## src/rtl/mfc_pkg.sv

```systemverilog
package mfc_pkg;
  typedef enum logic [1:0] {
    DE_FLOW    = 2'b00,
    DE_BUSY_HI = 2'b01,
    DE_FLOW_2  = 2'b10,
    DE_BUSY_LO = 2'b11
  } de_mode_e;

  localparam int CH_RTS = 0;
  localparam int CH_DTR = 1;
  localparam int N_CH   = 2;
endpackage

```

## src/rtl/mfc_sync.sv

```systemverilog
module mfc_sync #(
  parameter int   W       = 2,
  parameter int   STAGES  = 2,
  parameter logic RST_VAL = 1'b1
) (
  input  logic         clk,
  input  logic         rst_n,
  input  logic [W-1:0] d,
  output logic [W-1:0] q
);
  logic [W-1:0] stg [STAGES];

  always_ff @(posedge clk or negedge rst_n) begin
    if (!rst_n) begin
      for (int i = 0; i < STAGES; i++) stg[i] <= {W{RST_VAL}};
    end else begin
      stg[0] <= d;
      for (int i = 1; i < STAGES; i++) stg[i] <= stg[i-1];
    end
  end

  assign q = stg[STAGES-1];
endmodule

```

## src/rtl/mfc_hyst.sv

```systemverilog
module mfc_hyst #(
  parameter int LVL_W = 8
) (
  input  logic             clk,
  input  logic             rst_n,
  input  logic             en,
  input  logic [LVL_W-1:0] lvl,
  input  logic [LVL_W-1:0] hi,
  input  logic [LVL_W-1:0] lo,
  output logic             stop
);
  // Stopped state entered at or above hi, left at or below lo.
  always_ff @(posedge clk or negedge rst_n) begin
    if (!rst_n)                   stop <= 1'b0;
    else if (!en)                 stop <= 1'b0;
    else if (!stop && lvl >= hi)  stop <= 1'b1;
    else if (stop && lvl <= lo)   stop <= 1'b0;
  end
endmodule

```

## src/rtl/mfc_txgate.sv

```systemverilog
module mfc_txgate (
  input  logic clk,
  input  logic rst_n,
  input  logic halt_req,
  input  logic tx_busy,
  input  logic flow_req,
  output logic tx_allow,
  output logic flow_go,
  output logic halted
);
  // Gate only re-evaluated between characters.
  always_ff @(posedge clk or negedge rst_n) begin
    if (!rst_n)        halted <= 1'b0;
    else if (!tx_busy) halted <= halt_req;
  end

  assign tx_allow = !halted && !flow_req;
  assign flow_go  = flow_req && !tx_busy;
endmodule

```

## src/rtl/modem_flow_ctrl.sv

```systemverilog
module modem_flow_ctrl
  import mfc_pkg::*;
#(
  parameter int FIFO_DEPTH  = 128,
  parameter int SYNC_STAGES = 2,
  localparam int LVL_W      = $clog2(FIFO_DEPTH + 1)
) (
  input  logic             clk,
  input  logic             rst_n,
  input  logic [LVL_W-1:0] rx_level,
  input  logic [LVL_W-1:0] thr_hi,
  input  logic [LVL_W-1:0] thr_lo,
  input  logic             auto_rts_en,
  input  logic             auto_dtr_en,
  input  logic             auto_cts_en,
  input  logic             auto_dsr_en,
  input  logic             sw_rts,
  input  logic             sw_dtr,
  input  logic [1:0]       de_mode,
  input  logic             cts_n,
  input  logic             dsr_n,
  input  logic             tx_busy,
  input  logic             tx_empty,
  input  logic             flow_req,
  output logic             rts_n,
  output logic             dtr_n,
  output logic             tx_allow,
  output logic             tx_flow_go,
  output logic [1:0]       stat_rx_stop,
  output logic             stat_tx_halt
);
  logic [N_CH-1:0] ch_en;
  logic [N_CH-1:0] ch_stop;
  logic [N_CH-1:0] sw_bit;
  logic [N_CH-1:0] ch_pin_n;
  logic [1:0]      mdm_s;
  logic            halt_req;

  assign ch_en[CH_RTS]  = auto_rts_en;
  assign ch_en[CH_DTR]  = auto_dtr_en;
  assign sw_bit[CH_RTS] = sw_rts;
  assign sw_bit[CH_DTR] = sw_dtr;

  genvar k;
  generate
    for (k = 0; k < N_CH; k++) begin : g_ch
      mfc_hyst #(.LVL_W(LVL_W)) u_hyst (
        .clk  (clk),
        .rst_n(rst_n),
        .en   (ch_en[k]),
        .lvl  (rx_level),
        .hi   (thr_hi),
        .lo   (thr_lo),
        .stop (ch_stop[k])
      );
      assign ch_pin_n[k] = ch_en[k] ? ch_stop[k] : !sw_bit[k];
    end
  endgenerate

  mfc_sync #(.W(2), .STAGES(SYNC_STAGES), .RST_VAL(1'b1)) u_sync (
    .clk  (clk),
    .rst_n(rst_n),
    .d    ({dsr_n, cts_n}),
    .q    (mdm_s)
  );

  assign halt_req = (auto_cts_en && mdm_s[0]) || (auto_dsr_en && mdm_s[1]);

  mfc_txgate u_gate (
    .clk     (clk),
    .rst_n   (rst_n),
    .halt_req(halt_req),
    .tx_busy (tx_busy),
    .flow_req(flow_req),
    .tx_allow(tx_allow),
    .flow_go (tx_flow_go),
    .halted  (stat_tx_halt)
  );

  always_comb begin
    unique case (de_mode)
      DE_BUSY_HI: dtr_n = !tx_empty;
      DE_BUSY_LO: dtr_n = tx_empty;
      default:    dtr_n = ch_pin_n[CH_DTR];
    endcase
  end

  assign rts_n        = ch_pin_n[CH_RTS];
  assign stat_rx_stop = ch_stop;
endmodule

```

## config.mk

```make
export PLATFORM = sky130hd
export DESIGN_NAME = modem_flow_ctrl
export DESIGN_NICKNAME = d
export VERILOG_FILES = /design/src/rtl/mfc_pkg.sv /design/src/rtl/mfc_sync.sv /design/src/rtl/mfc_hyst.sv /design/src/rtl/mfc_txgate.sv /design/src/rtl/modem_flow_ctrl.sv
export SDC_FILE = /design/constraint.sdc
export NUM_CORES = 1
export LEC_CHECK = 0
export BUFFER_PORTS_ARGS = -buffer_cell sky130_fd_sc_hd__buf_2
export CAP_MARGIN = 10
export CORE_UTILIZATION = 40
export CTS_CLUSTER_DIAMETER = 30
export DETAILED_ROUTE_END_ITERATION = 8
export PLACE_DENSITY = 0.77
export SYNTH_ARGS = -nofsm -noshare
export SYNTH_HDL_FRONTEND = slang
export SYNTH_SLANG_ARGS = --single-unit
```

## constraint.sdc

```tcl
create_clock -name clk -period 1.4 [get_ports clk]
set_clock_uncertainty 0.1 [all_clocks]
set_input_delay 0.07 -clock clk [delete_from_list [all_inputs] [get_ports clk]]
set_output_delay 0.07 -clock clk [all_outputs]
set_load 0.005 [all_outputs]
```

# --- Yosys cells after proc, flatten, opt, wreduce, memory -nomap -nowiden ---
# Index checks and enable logic that the tools add are counted.
word_totals:
  reg_bits: 7
  latchBits: 0
  ram_bits: 0
  rom_bits: 0
  in_bits: 39
  elab_cells: 37
  mem_count: 0
op_classes:
  addsub: 0
  multipliers: 0
  div: 0
  order_cmp: 2
  n_eq_ne: 4
  shifts: 0
  mux: 9
  bitwise: 0
  n_reduce_logical: 17
ops:
  columns: ["operator", "n"]
  rows:
  - ["$ge A8 B8 Y1", 1]
  - ["$le A8 B8 Y1", 1]
  - ["$logic_and A1 B1 Y1", 8]
  - ["$logic_not A1 Y1", 8]
  - ["$mux W1", 8]
  - ["$ne A3 B1 Y1 const B", 2]
  - ["$eq A2 B1 Y1 const B", 1]
  - ["$eq A2 B2 Y1 const B", 1]
  - ["$pmux W1 S2", 1]
  - ["$logic_or A1 B1 Y1", 1]

# --- Depth between registers and ports, before layout ---
# Gate-level depths: netlist of the first run.
logic_depth:
  depth_word: 5
  ltp_mapped: 7
  mapped_depth_nobuf: 7

# --- Hierarchy ---
# From an unflattened synthesis of the first run, not the netlist that was laid out.
hier_totals:
  cells_unflattened: 125
  hier_area_um2: 1119.8
modules_own_cells:
  columns: ["mod", "instances", "cells_each", "area_each_um2", "seq_area_each_um2"]
  rows:
  - ["mfc_hyst at g_ch[0].u_hyst", 1, 54, 455.4, 25.0]
  - ["mfc_hyst at g_ch[1].u_hyst", 1, 54, 449.2, 25.0]
  - ["mfc_sync", 1, 6, 120.1, 105.1]
  - ["mfc_txgate", 1, 4, 52.6, 25.0]
  - ["modem_flow_ctrl", 1, 7, 42.5, 0.0]

# --- Least setup slack after synthesis of the first run ---
# No wires, ideal clock.
synth_path:
  kind: "input -> register"
  from: "input rx_level[0]"
  to: "register g_ch[0].u_hyst.stop"
  setup_ns: 0.133
  arrival_ns: 1.345
  required_ns: 1.167
  slack_ns: -0.178
  cell_stages: 7
  n_path_buf: 0
  cell_sequence: "inv_1 ha_1 nand2b_4 a2111oi_4 a2111oi_2 a2111oi_2 o22ai_1"
synth_via:
  elab_chain_len: 4
  word_cells_on_any_way: 7
  classes_between: "2 x order compare; 1 x eq/ne; 2 x mux; 2 x reduce/logical"
synth_rtl:
  columns: ["item", "line", "source"]
  rows:
  - ["start, declared", "modem_flow_ctrl.sv:10", "input logic [LVL_W-1:0] rx_level,"]
  - ["$ge A8 B8 Y1", "mfc_hyst.sv:16", "else if (!stop && lvl >= hi) stop <= 1'b1;"]
  - ["$logic_and A1 B1 Y1", "mfc_hyst.sv:16", null]
  - ["$mux W1", "mfc_hyst.sv:16", null]
  - ["$mux W1", "mfc_hyst.sv:15", "else if (!en) stop <= 1'b0;"]
  - ["end signal, assigned", "mfc_hyst.sv:15", null]
  - ["end signal, assigned", "mfc_hyst.sv:16", null]
  - ["end signal, assigned", "mfc_hyst.sv:17", "else if (stop && lvl <= lo) stop <= 1'b0;"]
  - ["end, declared", "mfc_hyst.sv:10", "output logic stop"]
# Parallel ways exist; a longest one is shown, timed or not.
# A chain may end at the register's enable or synchronous reset.

# --- Worst setup path after layout of the first run ---
# Same ends and word-level chain as after synthesis.

==> impl_results.md, run 1 <==
- Status: finished with violations
- Failing checks: design-rule violations
- Crit-path max FO: 2
- Non-Filler Instances: approximately 150
- Sw Ratio: 0.283
- Antenna cells: 0
- Nets: between 150 and 200
- Hold path startpoint: auto_rts_en
- Worst-margin pin slew: 0.335 ns
- Routability cong.: between 0.7 and 0.8
- Number of global-route vias before repair: roughly 670
- Power Dens Cells: approximately 600 nW/µm²
- Initial antenna violation count: 0
- R2R Setup Slk: around 0.5 ns
- Crit path top cell by count: a2111oi_2
- I/O pins: 46
- Synth Instances: a little under 80
- Xor and xnor area share after synthesis: 0.0123
- Reg clk slew, reported paths: 0.05 ns
- Drt pass-1 iters: 6
- Syn Nets: 134
- Largest family of logic cells by synthesized area: adder cells
- Critical Path Sink Type: flip-flop
- # rows: 14
- Peak supply drop: 410 µV
- Fillers: between 100 and 150
- Largest net degree at the start of global routing: 8
- Worst setup SP type: input port
- RSZ-0062 raised after global routing: yes
- Gr usage total: 0.184
- Synth Area in Compound Gates: 0.208
- Netlist cell types: 22
- Adder-Cell Fraction of Synth Area: 0.282
- Combinational share of power: 0.396
- Syn_area_per_cell: approximately 9 µm²
- Worst path slowest cell: a2111oi_2
- IO Port Bufs: 45
- Max Root-Sink Buffers: 2
- RR Startpoint: g_ch[1].u_hyst.stop$_DFFE_PN0P_
- Relative slew slack: 0.776
- Final Cell Area: around 1100 µm²
- Layout cell share with drive strength beyond 1: 0.485
- Hold worst-path end: g_ch[0].u_hyst.stop$_DFFE_PN0P_
- Total congestion overflow: 0
- CTS HTree Levels: 1
- RR Endpoint: g_ch[1].u_hyst.stop$_DFFE_PN0P_
- Placed cell count: 143
- Top cells by area, synth: ha_1, dfstp_2, dfrtp_1
- CTS tree: done
- Simple-gate share of the synthesized area: 0.132
- Req. time, crit path: roughly 1.4 ns
- Die area: around 2000 µm²
- Core Box Area: 1580 µm²
- Drt wl/cell: approximately 11 µm
- Syn. warnings: 0
- Kind of critical path: in2reg
- Final Max Tran Viols: 0
- Die height: between 40 and 50 µm
- Initial Utilization: 0.450
- Part of the Yosys area used for sequential elements: 0.254
- Arrival @ worst endpoint: 1.38 ns
- Biggest cell delay along the critical path: 0.34 ns
- Mapped Area: just over 700 µm²
- Clk sinks: 7
- Internal power: a little under 0.5 mW
- Via count: 720
- Tcrit/Tclk final: 0.972
- DR vias/cell: between 4 and 5
- Final min period: between 1 and 1.5 ns
- Die Wd: roughly 44 µm
- Endpoints failing setup: 0
- Clk_lat worst skew: approximately 0.24 ns
- CP Cell Sequence: buf_8 -> inv_8 -> ha_4 -> nand2b_4 -> a2111oi_4 -> a2111oi_2 -> a2111oi_2 -> o22ai_1
- Sw Pwr: about 0.19 mW
- Hold crit path type: in2reg
- Worst setup path start: rx_level[0]
- First-pass GRT wire length: 2640 µm
- Post-synthesis mux area share: 0
- Routed Antenna Nets: 0
- Final WL: roughly 1600 µm
- Register bit total from synthesis: 7
- Static Leak: ~0.6 nW
- Detailed Route Iter0 Violations: 17
- Post-synth top area cell: ha_1
- Worst Hold Depth: 3
- HPWL Detailed: between 1000 and 1500 µm
- Total placed instance area: roughly 1000 µm²
- Cell count of the worst reg-to-reg path: 2
- Area Growth Syn to Fin: 55.0%
- Root buffer cell: clkbuf_4
- Clock power frac: 0.259
- # Max-Cap Violations: 0
- Seq pwr share: 0.345
- DRC Markers: 4
- Post-synth top area share: 0.282
- Max Clock Freq: around 740 MHz
- TritonCTS Buffers: 3
- Final hold vios: 0
[final cells by class]
cell class,instances,area (µm²),share of cell area
repair buffers,55,327,0.297
well taps,16,20.0,0.0182
inverters,17,71.3,0.0648
multi-input cells,53,475,0.432
clock buffers,4,26.3,0.0239
flip-flops and latches,7,180,0.164
[power groups by stage]
stage | clock, mW | sequential (mW) | combinational [mW]
floorplan | 0 | 0.233 | 0.141
global placement | 0 | 0.234 | 0.242
detailed placement | 0 | 0.235 | 0.254
CTS | 0.181 | 0.232 | 0.264
global route | 0.206 | 0.234 | 0.302
finish | 0.174 | 0.232 | 0.267
[kinds of logic (layout without fill, tap and decap cells)]
logic type / count (synthesis) / in the layout
compound gates: 19 / 19
xor+xnor: 1 / 1
fa+ha+maj: 16 / 16
buf+inv: 19 / 76
flops: 7 / 7
simple gates: 17 / 17
[what timing repair did]
| action | CTS | global route |
|---|---|---|
| cloned | 0 | 0 |
| gates resized for setup | 0 | 4 |
| pin swaps | 4 | 1 |
| buffers inserted | 0 | 1 |
| endpoints found under the setup margin | 2 | 2 |
| hold buffers | 4 | 0 |
| endpoints found under the hold margin | 10 | 0 |
[how the worst max path moves through the flow]
| stage | end | slack, ns | cells past startpoint |
|---|---|---|---|
| floorplan | g_ch[0].u_hyst.stop$_DFFE_PN0P_ | -0.11 | 6 |
| global placement | g_ch[1].u_hyst.stop$_DFFE_PN0P_ | -0.33 | 8 |
| detailed placement | g_ch[0].u_hyst.stop$_DFFE_PN0P_ | -0.34 | 8 |
| CTS | g_ch[0].u_hyst.stop$_DFFE_PN0P_ | 0.01 | 8 |
| global route | g_ch[0].u_hyst.stop$_DFFE_PN0P_ | -0.06 | 8 |
| finish | g_ch[0].u_hyst.stop$_DFFE_PN0P_ | 0.04 | 8 |
[cells in the mapped netlist, drive strengths merged]
library cell   n
dfrtp          3
ha            16
nand2b         4
inv           17
nand4          2
a21boi         1
a22oi          1
xor2           1
nor2           2
a2111oi        3
buf            2
or2            1
nor2b          2
a21oi          7
o211ai         1
o21ai          4
o22ai          2
dfstp          4
nand2          6
[metrics by stage]
| stage | utilization | TNS (ns) | setup slack (ns) | hold slack (ns) | power, mW |
|---|---|---|---|---|---|
| floorplan | - | -0.217 | -0.108 | -0.326 | 0.375 |
| global placement | 0.640 | -0.651 | -0.327 | -0.200 | 0.475 |
| detailed placement | 0.640 | -0.686 | -0.344 | -0.194 | 0.489 |
| CTS | 0.683 | 0 | 0.0121 | 0.000345 | 0.677 |
| global route | 0.698 | -0.108 | -0.0622 | 0.00430 | 0.741 |
| finish | 0.698 | 0 | 0.0398 | 0.00752 | 0.673 |
[state kept, by name, indices dropped and copies added (netlist names)]
register	count
u_sync.stg	2
u_sync.q	2
u_gate.halted	1
g_ch.u_hyst.stop	2
[per-layer routing]
metal	up-vias	track usage	wire, µm
met5	-	0	0
met4	0	0.0545	0
met3	0	0.0490	107
met2	28	0.324	823
met1	308	0.219	699
li1	384	-	-
[critical path, delay by kind of cell]
family,cells,cell delay [ns]
compound gates,4,0.84
simple gates,1,0.14
fa+ha+maj,1,0.18
buf+inv,2,0.14
[placed cells by master, fill, tap and decap left out, types with 3 or more instances in the layout]
master,instances
buf_2,43
inv_1,16
ha_1,14
a21oi_1,7
nand2_1,6
buf_4,6
dlygate4sd3_1,4
dfstp_2,4
nand2b_1,3
o21ai_0,3
clkbuf_4,3
dfrtp_1,3
Power figures use the tool's default switching activity.
==> run 2: changes to the inputs <==
--- a/config.mk
+++ b/config.mk
@@ -5,12 +5,13 @@
 export SDC_FILE = /design/constraint.sdc
 export NUM_CORES = 1
 export LEC_CHECK = 0
-export BUFFER_PORTS_ARGS = -buffer_cell sky130_fd_sc_hd__buf_2
+export BUFFER_PORTS_ARGS = -buffer_cell sky130_fd_sc_hd__buf_4
 export CAP_MARGIN = 10
 export CORE_UTILIZATION = 40
 export CTS_CLUSTER_DIAMETER = 30
 export DETAILED_ROUTE_END_ITERATION = 8
 export PLACE_DENSITY = 0.77
+export SETUP_SLACK_MARGIN = 0.2
 export SYNTH_ARGS = -nofsm -noshare
 export SYNTH_HDL_FRONTEND = slang
 export SYNTH_SLANG_ARGS = --single-unit
==> run 2 against run 1 <==
  * The flow finishes with violations (design-rule violations, negative setup slack)
  * Global-route usage is 3.1 points higher
  * Sequential share of layout area is 2.0 points lower
  * Combinational power is 27% higher
  * Flip-flop and latch count stayed put
  * Clock power hardly changed
  * Critical path depth stayed put
  * Hold slack better by 0.039 ns
  * Fmax is 5.0% lower
  * Sequential power hardly changed
  * Highest routed layer is now met4
==> impl_results.md, run 2 (same netlist as run 1, synthesis figures left out) <==
- Status: finished with violations
- Failing checks: design-rule violations, negative setup slack
- Final Cell Area: about 1200 µm²
- Initial antenna violation count: 0
- CTS tree: done
- Largest net degree at the start of global routing: 8
- Power Dens Cells: ~600 nW/µm²
- Drt pass-1 iters: 6
- Area of the multi-input gates: around 500 µm²
- HPWL Detailed: 1550 µm
- Fillers: ~110
- RSZ-0062 raised after global routing: yes
- Static Leak: 0.667 nW
- Total placed instance area: around 1100 µm²
- Detailed Route Iter0 Violations: 7
- Routed Antenna Nets: 0
- Max Root-Sink Buffers: 2
- Total congestion overflow: 0
- Initial Utilization: 0.450
- I/O pins: 46
- Final min period: roughly 1.4 ns
- First-pass GRT wire length: ~3100 µm
- Crit-path max FO: 2
- Relative slew slack: 0.780
- DR vias/cell: between 4 and 5
- RR Startpoint: g_ch[0].u_hyst.stop$_DFFE_PN0P_
- Via count: ~750
- Worst-margin pin slew: between 0.3 and 0.4 ns
- # rows: 14
- Root buffer cell: clkbuf_4
- Endpoints failing setup: 2
- Max Clock Freq: ~700 MHz
- Die height: 44.1 µm
- Final Max Tran Viols: 0
- # Max-Cap Violations: 0
- Number of global-route vias before repair: around 800
- CTS HTree Levels: 1
- Area Growth Syn to Fin: 76.0%
- Die area: just under 2000 µm²
- Cell count of the worst reg-to-reg path: 3
- Commonest non-fill, non-tap cell in the layout: buf_4
- Routability cong.: approximately 0.76
- Most frequent cells in the layout: buf_4, inv_1, ha_1, a21oi_1, nand2_1
- Hold path startpoint: auto_dtr_en
- Peak supply drop: ~500 µV
- Clk_lat worst skew: ~0.24 ns
- Worst Hold Depth: 3
- Tcrit/Tclk final: 1.02
- Core Box Area: about 1600 µm²
- Clk sinks: 7
- IO Port Bufs: 45
- Worst setup SP type: input port
- Nets: roughly 200
- TritonCTS Buffers: 3
- Drt wl/cell: approximately 13 µm
- Die Wd: 44.1 µm
- Reg clk slew, reported paths: approximately 0.050 ns
- Sequential cell area: 180 µm²
- Antenna cells: 0
- Hold crit path type: in2reg
- Critical Path Sink Type: flip-flop
- Power Total: about 0.75 mW
- DRC Markers: 4
- Worst Setup Slack, final: -0.0315 ns
- Final WL: about 2000 µm
- Arrival @ worst endpoint: around 1.4 ns
- Req. time, crit path: 1.41 ns
- Kind of critical path: in2reg
- Worst setup path start: rx_level[0]
- Gr usage total: 0.215
- Layout cell share with drive strength beyond 1: 0.525
- Final hold vios: 0
-- run 2: path summary, 6_finish.rpt --
| kind | slack [ns] | endpoint |
|---|---|---|
| max | -0.03 | g_ch[0].u_hyst.stop$_DFFE_PN0P_ |
| min | 0.05 | g_ch[1].u_hyst.stop$_DFFE_PN0P_ |
| max reg2reg | 0.37 | g_ch[0].u_hyst.stop$_DFFE_PN0P_ |
| min reg2reg | 0.26 | u_sync.q[0]$_DFF_PN1_ |
| max in group asynchronous | 0.90 | u_sync.q[1]$_DFF_PN1_ |
| min in group asynchronous | 0.09 | g_ch[0].u_hyst.stop$_DFFE_PN0P_ |
-- run 2: per-layer routing --
| metal | global-route usage | vias up | wire length (µm) |
|---|---|---|---|
| met5 | 0 | - | 0 |
| li1 | - | 389 | - |
| met3 | 0.0612 | 2 | 88 |
| met1 | 0.201 | 338 | 732 |
| met2 | 0.435 | 24 | 1140 |
| met4 | 0.0667 | 0 | 12 |
-- run 2: repair_timing --
item                                   4_1_cts  5_1_grt
endpoints found under the hold margin       10        0
hold buffers                                 4        0
setup buffers                                4        0
gates resized for setup                      7        0
pin swaps                                    6        0
setup endpoints to repair                    4        4
-- run 2: metrics by stage --
stage               utilization  hold slack, ns  setup TNS (ns)  cells  setup slack (ns)
floorplan                     -          -0.326          -0.217     79            -0.108
global placement          0.712          -0.219          -0.655    143            -0.328
detailed placement        0.712          -0.216          -0.750    143            -0.383
CTS                       0.792          0.0440          -0.117    155           -0.0644
global route              0.792          0.0438          -0.147    155           -0.0800
finish                    0.792          0.0466         -0.0459    155           -0.0315
-- run 2: where the power goes --
| group | leakage, nW | switching [mW] | internal [mW] |
|---|---|---|---|
| registers | 0.0807 | 0.0104 | 0.224 |
| logic | 0.571 | 0.129 | 0.210 |
| clock network | 0.0150 | 0.0663 | 0.108 |
-- run 2: critical path, stage by stage --
cell and delay, ns:
buf_8 0.10, inv_8 0.04, ha_4 0.19, nand2b_4 0.14
a2111oi_4 0.36, a2111oi_2 0.07, a2111oi_2 0.34, o22ai_1 0.13
-- run 2: area by class of cell --
type	count	share of cell area
multi-input cells	53	0.399
repair buffers	58	0.363
flip-flops and latches	7	0.144
inverters	17	0.0571
clock buffers	4	0.0210
well taps	16	0.0160
